[config.mk]
export PLATFORM = sky130hd
export DESIGN_NAME = tmr_wdog_unit
export DESIGN_NICKNAME = d
export VERILOG_FILES = /design/src/rtl/tmr_pkg.sv /design/src/rtl/tmr_reload_ctr.sv /design/src/rtl/tmr_rate_tick.sv /design/src/rtl/tmr_wdog.sv /design/src/rtl/tmr_wdog_unit.sv
export SDC_FILE = /design/constraint.sdc
export NUM_CORES = 1
export LEC_CHECK = 0
export ABC_CLOCK_PERIOD_IN_PS = 2330
export CAP_MARGIN = 20
export CORE_AREA = 2 2 124 126
export CTS_BUF_LIST = sky130_fd_sc_hd__clkbuf_8
export CTS_CLUSTER_DIAMETER = 120
export DETAILED_ROUTE_END_ITERATION = 12
export DIE_AREA = 0 0 126 128
export DONT_BUFFER_PORTS = 1
export GPL_TIMING_DRIVEN = 0
export PLACE_DENSITY = 0.63
export SETUP_SLACK_MARGIN = 0.3
export SLEW_MARGIN = 15
export SYNTH_ARGS = -nofsm -noshare
export SYNTH_HDL_FRONTEND = slang
export SYNTH_SLANG_ARGS = --single-unit
export TNS_END_PERCENT = 30
[constraint.sdc]
create_clock -name clk -period 2.33 [get_ports clk]
set_clock_uncertainty 0.2 [all_clocks]
set_input_delay 0.466 -clock clk [delete_from_list [all_inputs] [get_ports clk]]
set_output_delay 0.466 -clock clk [all_outputs]
set_load 0.02 [all_outputs]
[src/rtl/tmr_pkg.sv]
// Shared constants and types for the timer/watchdog unit.
// Assumes a byte-wide register port with a 3-bit offset.
package tmr_pkg;

    localparam int TMR_W  = 16;   // reload counter width (two bytes)
    localparam int ADDR_W = 3;    // register offset width

    localparam logic [ADDR_W-1:0] A_RLA_LO = 3'd0;
    localparam logic [ADDR_W-1:0] A_RLA_HI = 3'd1;
    localparam logic [ADDR_W-1:0] A_RLB_LO = 3'd2;
    localparam logic [ADDR_W-1:0] A_RLB_HI = 3'd3;
    localparam logic [ADDR_W-1:0] A_CTRL   = 3'd4;
    localparam logic [ADDR_W-1:0] A_RATE   = 3'd5;
    localparam logic [ADDR_W-1:0] A_STAT   = 3'd6;
    localparam logic [ADDR_W-1:0] A_KICK   = 3'd7;

    // Control register layout, bit 6 down to bit 0.
    typedef struct packed {
        logic wdt_off;
        logic ie_fix;
        logic slow_sel;
        logic ie_b;
        logic ie_a;
        logic en_b;
        logic en_a;
    } ctrl_t;

endpackage

[src/rtl/tmr_reload_ctr.sv]
// Reloading down-counter. Loaded from `reload` while disabled.
// When enabled it decrements on each `tick`. On a tick at zero it
// reloads and raises `evt` for one cycle (registered).
// Assumes `reload` is stable or only changes at register writes.
module tmr_reload_ctr #(
    parameter int W = 16
) (
    input  logic         clk,
    input  logic         rst_n,
    input  logic         en,
    input  logic         tick,
    input  logic [W-1:0] reload,
    output logic         evt
);

    logic [W-1:0] cnt_q;
    logic         at_zero;

    assign at_zero = (cnt_q == '0);

    // Count, reload and event generation.
    always_ff @(posedge clk) begin
        if (!rst_n) begin
            cnt_q <= '0;
            evt   <= 1'b0;
        end else begin
            evt <= en & tick & at_zero;
            if (!en)
                cnt_q <= reload;
            else if (tick)
                cnt_q <= at_zero ? reload : cnt_q - 1'b1;
        end
    end

endmodule

[src/rtl/tmr_rate_tick.sv]
// Power-of-two rate ticker on the slow tick. Code bit 3 enables it,
// and bits 2:0 add to BASE_SH to give the log2 of the period in
// slow ticks. Assumes PRE_W >= BASE_SH + 7.
module tmr_rate_tick #(
    parameter int PRE_W   = 16,
    parameter int BASE_SH = 9
) (
    input  logic       clk,
    input  logic       rst_n,
    input  logic       slow_tick,
    input  logic [3:0] code,
    output logic       evt
);

    localparam int SPAN_W = PRE_W + 1;

    logic [PRE_W-1:0]  pre_q;
    logic [SPAN_W-1:0] span;
    logic [SPAN_W-1:0] span_m1;
    logic [PRE_W-1:0]  mask;

    // Period mask for the selected code.
    always_comb begin
        span    = SPAN_W'(1) << (BASE_SH + int'(code[2:0]));
        span_m1 = span - 1'b1;
        mask    = span_m1[PRE_W-1:0];
    end

    // Divider advance and event at the last tick of each period.
    always_ff @(posedge clk) begin
        if (!rst_n) begin
            pre_q <= '0;
            evt   <= 1'b0;
        end else begin
            evt <= code[3] & slow_tick & ((pre_q & mask) == mask);
            if (!code[3])
                pre_q <= '0;
            else if (slow_tick)
                pre_q <= pre_q + 1'b1;
        end
    end

endmodule

[src/rtl/tmr_wdog.sv]
// Watchdog counting slow ticks. A kick or disable clears the count.
// It barks for one cycle on the tick that wraps the count.
// Assumes W >= 1, so the timeout is at least two ticks.
module tmr_wdog #(
    parameter int W = 16
) (
    input  logic clk,
    input  logic rst_n,
    input  logic slow_tick,
    input  logic enable,
    input  logic kick,
    output logic bark
);

    logic [W-1:0] cnt_q;

    // Count, clear and timeout pulse.
    always_ff @(posedge clk) begin
        if (!rst_n) begin
            cnt_q <= '0;
            bark  <= 1'b0;
        end else begin
            bark <= enable & ~kick & slow_tick & (&cnt_q);
            if (kick || !enable)
                cnt_q <= '0;
            else if (slow_tick)
                cnt_q <= cnt_q + 1'b1;
        end
    end

endmodule

[src/rtl/tmr_wdog_unit.sv]
// Timer unit top: byte register file, two reloading timers, rate
// ticker, watchdog, sticky status and interrupt gating.
// Assumes single-cycle write strobes and a slow_tick enable pulse.
module tmr_wdog_unit
    import tmr_pkg::*;
#(
    parameter int WDT_W   = 16,
    parameter int PRE_W   = 16,
    parameter int BASE_SH = 9
) (
    input  logic              clk,
    input  logic              rst_n,
    input  logic              slow_tick,
    input  logic [ADDR_W-1:0] bus_addr,
    input  logic              bus_wr,
    input  logic [7:0]        bus_wdata,
    output logic [7:0]        bus_rdata,
    output logic              evt_a,
    output logic              evt_b,
    output logic              irq_a,
    output logic              irq_b,
    output logic              irq_fix,
    output logic              wdt_rst
);

    localparam int N_TMR  = 2;
    localparam int N_FLAG = N_TMR + 1;

    logic [N_TMR-1:0][TMR_W-1:0] rl_q;
    ctrl_t                        ctrl_q;
    logic [3:0]                   rate_q;
    logic [N_FLAG-1:0]            flag_q;
    logic [N_FLAG-1:0]            clr_bits;
    logic [N_TMR-1:0]             tmr_en;
    logic [N_TMR-1:0]             tmr_evt;
    logic                         tmr_tick;
    logic                         fix_evt;
    logic                         kick;

    assign tmr_en   = {ctrl_q.en_b, ctrl_q.en_a};
    assign tmr_tick = ctrl_q.slow_sel ? slow_tick : 1'b1;
    assign kick     = bus_wr && (bus_addr == A_KICK);
    assign clr_bits = (bus_wr && bus_addr == A_STAT) ? bus_wdata[N_FLAG-1:0] : '0;

    // One reloading counter per timer.
    for (genvar i = 0; i < N_TMR; i++) begin : g_tmr
        tmr_reload_ctr #(.W(TMR_W)) u_ctr (
            .clk    (clk),
            .rst_n  (rst_n),
            .en     (tmr_en[i]),
            .tick   (tmr_tick),
            .reload (rl_q[i]),
            .evt    (tmr_evt[i])
        );
    end

    tmr_rate_tick #(.PRE_W(PRE_W), .BASE_SH(BASE_SH)) u_rate (
        .clk       (clk),
        .rst_n     (rst_n),
        .slow_tick (slow_tick),
        .code      (rate_q),
        .evt       (fix_evt)
    );

    tmr_wdog #(.W(WDT_W)) u_wdog (
        .clk       (clk),
        .rst_n     (rst_n),
        .slow_tick (slow_tick),
        .enable    (~ctrl_q.wdt_off),
        .kick      (kick),
        .bark      (wdt_rst)
    );

    // Register writes and sticky flag update (set wins over clear).
    always_ff @(posedge clk) begin
        if (!rst_n) begin
            rl_q   <= '0;
            ctrl_q <= '0;
            rate_q <= '0;
            flag_q <= '0;
        end else begin
            flag_q <= (flag_q & ~clr_bits) | {fix_evt, tmr_evt};
            if (bus_wr) begin
                case (bus_addr)
                    A_RLA_LO: rl_q[0][7:0]  <= bus_wdata;
                    A_RLA_HI: rl_q[0][15:8] <= bus_wdata;
                    A_RLB_LO: rl_q[1][7:0]  <= bus_wdata;
                    A_RLB_HI: rl_q[1][15:8] <= bus_wdata;
                    A_CTRL:   ctrl_q        <= ctrl_t'(bus_wdata[6:0]);
                    A_RATE:   rate_q        <= bus_wdata[3:0];
                    default:  ;
                endcase
            end
        end
    end

    // Read multiplexer.
    always_comb begin
        case (bus_addr)
            A_RLA_LO: bus_rdata = rl_q[0][7:0];
            A_RLA_HI: bus_rdata = rl_q[0][15:8];
            A_RLB_LO: bus_rdata = rl_q[1][7:0];
            A_RLB_HI: bus_rdata = rl_q[1][15:8];
            A_CTRL:   bus_rdata = {1'b0, ctrl_q};
            A_RATE:   bus_rdata = {4'b0, rate_q};
            A_STAT:   bus_rdata = {5'b0, flag_q};
            default:  bus_rdata = 8'h00;
        endcase
    end

    assign evt_a   = tmr_evt[0];
    assign evt_b   = tmr_evt[1];
    assign irq_a   = flag_q[0] & ctrl_q.ie_a;
    assign irq_b   = flag_q[1] & ctrl_q.ie_b;
    assign irq_fix = flag_q[2] & ctrl_q.ie_fix;

endmodule

==> impl_metrics.tcl <==
set metrics [dict create \
    status "finished clean" \
    netlist_top_cells_area "dfxtp_1 39%, nand2_1 7.1%, a21oi_1 6.6%" \
    min_period_ns 2.25 \
    place_area_sq_um 6130 \
    finalSetupViolations 0 \
    grt_pass1_vias 5150 \
    synth-async-reset-ratio_pct 0 \
    antenna_found_initial 0 \
    die_w_um 126 \
    dpl.hpwl_um 12300 \
    root_buffer "clkbuf_8" \
    worstPathArrival_ns 1.58 \
    cts.clk_slew.worst_paths_ns 0.07 \
    ir_worst_vdd_mv 0.404 \
    critPathLaunchType "register" \
    areaGrowthSynthToFinish_pct 23.8 \
    synth-edff-count 0 \
    cp_max_fo 3 \
    min_path_type "input pin to register" \
    r2r-end "g_tmr[0].u_ctr.cnt_q[11]$_SDFFE_PN0P_" \
    crit_path_max_incr_delay_ns 0.46 \
    antenna_left 0 \
    die-area_sq_um 16100 \
    drc 0 \
    wl_per_cell_um 18.5 \
    synthFlopType "dfxtp_1" \
    fin_area_sq_um 7170 \
    fp.dieH_um 128 \
    final.fill_count 1489 \
    viasPerCell 5.80 \
    tightestPinTransition_ns 0.924 \
    cts.path.max_buffers 2 \
    numPlacedInstances 909 \
    worstSetupPathType "register to primary output" \
    fp-row-count 45 \
    grt_usage_pct 22.2 \
    slowest_stage "mux4_2" \
    timing.rr.start "g_tmr[0].u_ctr.cnt_q[0]$_SDFFE_PN0P_" \
    leakagePower_uw 0.00260 \
    yosysUniqueCellTypes 64 \
    synth_common_cells "114 x dfxtp_1, 109 x nand2_1, 76 x a21oi_1" \
    powerDensity_nw_per_um2 584 \
    holdPathStages 3 \
    ys_warn_count 0 \
    whs_endpoint "flag_q[2]$_SDFF_PN0_" \
    diodes 0 \
    min_period_over_period_pct 96.5 \
    syn_area_sq_um 5790 \
    fmax_ghz 0.445 \
    grt_overflow 0 \
    ff2ff_setup_slack_ns 0.17 \
    synth_top_area_cell "dfxtp_1" \
    clock-sinks 114 \
    clk_latency_ns 0.44 \
    htreeDepth 4 \
    ys_seq_area_share_pct 39.4 \
    synth_nets 744 \
    ys_seq_elements 114 \
    io_buffers 0 \
    reg2reg_depth 7 \
    ios 29 \
    rsz0062_at_grt "true" \
    initial_core_util_pct 39.0 \
    synth.top_cell.area_share_pct 39.4 \
    multi_input_area_sq_um 3620 \
    holdCritStartpoint "bus_wdata[2]" \
    maxCapViolations 0 \
    required_ns 1.66 \
    cts_buffers 17 \
    grt_max_degree 17 \
    worstPathCellList "mux4_2 -> mux2_4" \
    end_kind "primary output" \
    syn_area_per_cell_sq_um 8.03 \
    first_pass_iters 5 \
    drt_iter0_markers 463 \
    coreArea_sq_um 14900 \
    final_cells 977 \
    seq_area_sq_um 2320 \
    relSlewSlack_pct 38.1 \
    via_count 5665 \
    maxSlewViolCount 0 \
    wl_um 18100 \
    routabilityCongestion 0.914 \
    final_nets 802 \
    drive_gt1_share_pct 20.7 \
    grt_pass1_wl_um 28000 \
    final-hold-violation-count 0 \
    cts_tree "yes" \
    yosysMostFrequentCell "dfxtp_1" \
    synthCells 721 \
]
-- repair_timing --
item                                    4_1_cts  5_1_grt
endpoints found under the setup margin       41       63
buffers inserted                             10       20
hold endpoints to repair                     43        0
resized for setup                            43       68
hold buffers                                  8        0
pin swaps                                     6       18
gates cloned                                  0        1
-- cells in the final DEF, fill, tap and decap left out, drive strengths merged, types with 3 or more instances in the layout --
| cell type | Yosys | final |
|---|---|---|
| o22ai | 4 | 4 |
| nor2 | 69 | 69 |
| clkbuf | 25 | 45 |
| mux2i | 20 | 20 |
| a211oi | 4 | 4 |
| a41oi | 3 | 3 |
| a31oi | 6 | 6 |
| o31ai | 3 | 3 |
| nor3 | 25 | 25 |
| and4 | 5 | 5 |
| nor3b | 5 | 5 |
| xnor2 | 14 | 14 |
| ha | 8 | 8 |
| mux4 | 3 | 3 |
| buf | 10 | 44 |
| o21ai | 38 | 38 |
| and3 | 9 | 9 |
| nor2b | 11 | 11 |
| nor4 | 13 | 13 |
| a22oi | 5 | 5 |
| dfxtp | 114 | 114 |
| nand3 | 24 | 24 |
| and2 | 11 | 11 |
| o311ai | 3 | 3 |
| nand4 | 14 | 14 |
| nand2 | 109 | 109 |
| nand3b | 4 | 4 |
| clkinv | 1 | 5 |
| or4 | 6 | 6 |
| a21oi | 76 | 76 |
| mux2 | 8 | 8 |
| inv | 15 | 16 |
| xor2 | 14 | 14 |
| or3 | 11 | 11 |
| nand2b | 3 | 3 |
| dlygate4sd3 | 0 | 8 |
-- state kept, by name, indices dropped and copies added, names as in the netlist --
signal	count
u_rate.pre_q	16
u_wdog.cnt_q	16
rate_q	4
ctrl_q	7
u_wdog.bark	1
rl_q	32
flag_q	3
g_tmr.u_ctr.evt	2
u_rate.evt	1
g_tmr.u_ctr.cnt_q	32
-- how the worst max path moves through the flow --
stage                     startpoint                                    to  slack (ns)  depth (start not counted)
4_1_cts        rl_q[16]$_SDFFE_PN0P_                          bus_rdata[0]        0.07                          2
5_1_grt         rl_q[0]$_SDFFE_PN0P_                          bus_rdata[0]        0.05                          2
3_3_place_gp                   rst_n  g_tmr[1].u_ctr.cnt_q[1]$_SDFFE_PN0P_       -0.29                          5
2_1_floorplan            bus_addr[2]                          bus_rdata[0]        0.25                          3
6_report        rl_q[0]$_SDFFE_PN0P_                          bus_rdata[0]        0.08                          2
3_5_place_dp                   rst_n  g_tmr[1].u_ctr.cnt_q[1]$_SDFFE_PN0P_       -0.19                          5
-- layout make-up --
| cell class | instances | area share, % |
|---|---|---|
| sequential | 114 | 32.3 |
| clock buffer | 23 | 4.41 |
| clock inverter | 6 | 0.436 |
| tap | 188 | 3.28 |
| buffer | 35 | 3.63 |
| inverter | 16 | 0.907 |
| timing repair buffer | 39 | 4.50 |
| multi-input combinational | 556 | 50.5 |
-- power breakdown --
| part | total (uW) | leakage [uW] | switching, uW | internal [uW] |
|---|---|---|---|---|
| registers | 2020 | 0.000931 | 41.1 | 1970 |
| clock network | 1650 | 0.000186 | 780 | 875 |
| logic | 520 | 0.00148 | 300 | 219 |
| total | 4190 | 0.00260 | 1120 | 3070 |
-- metrics by stage --
step / util [%] / worst slack, ns / hold slack, ns / total power, uW / TNS [ns]
after floorplan: - / 0.251 / 0.213 / 2340 / 0
after CTS: 45.7 / 0.0684 / 0.00204 / 4130 / 0
after global placement: 41.2 / -0.289 / 0.232 / 2440 / -2.94
final: 48.3 / 0.0816 / 0.0164 / 4190 / 0
after global routing: 48.3 / 0.0487 / 0.0456 / 4350 / 0
after detailed placement: 41.2 / -0.190 / 0.243 / 2440 / -2.46
-- critical path: cells and delay by family (launching register included) --
kind,cells,cell delay [ns]
muxes,2,0.79
DFF,1,0.35
-- routing by layer --
layer	routed length, um	vias to the layer above	track usage, %	part of all wire, %
met5	0	-	0	0
met4	500	0	8.60	2.8
met3	1590	46	6.39	8.8
met2	8090	270	34.0	45
met1	7890	2646	29.8	44
li1	-	2703	-	-
-- logic make-up (layout without fill, tap and decap cells) --
group | after synthesis | count (layout) | synth area share [%]
xor+xnor | 28 | 28 | 4.23
fa+ha+maj | 8 | 8 | 1.73
compound gates | 164 | 164 | 17.1
flops | 114 | 114 | 39.4
simple gates | 325 | 325 | 27.9
mux | 31 | 31 | 6.18
buf+inv | 51 | 119 | 3.46
(Power assumes the default switching activity.)
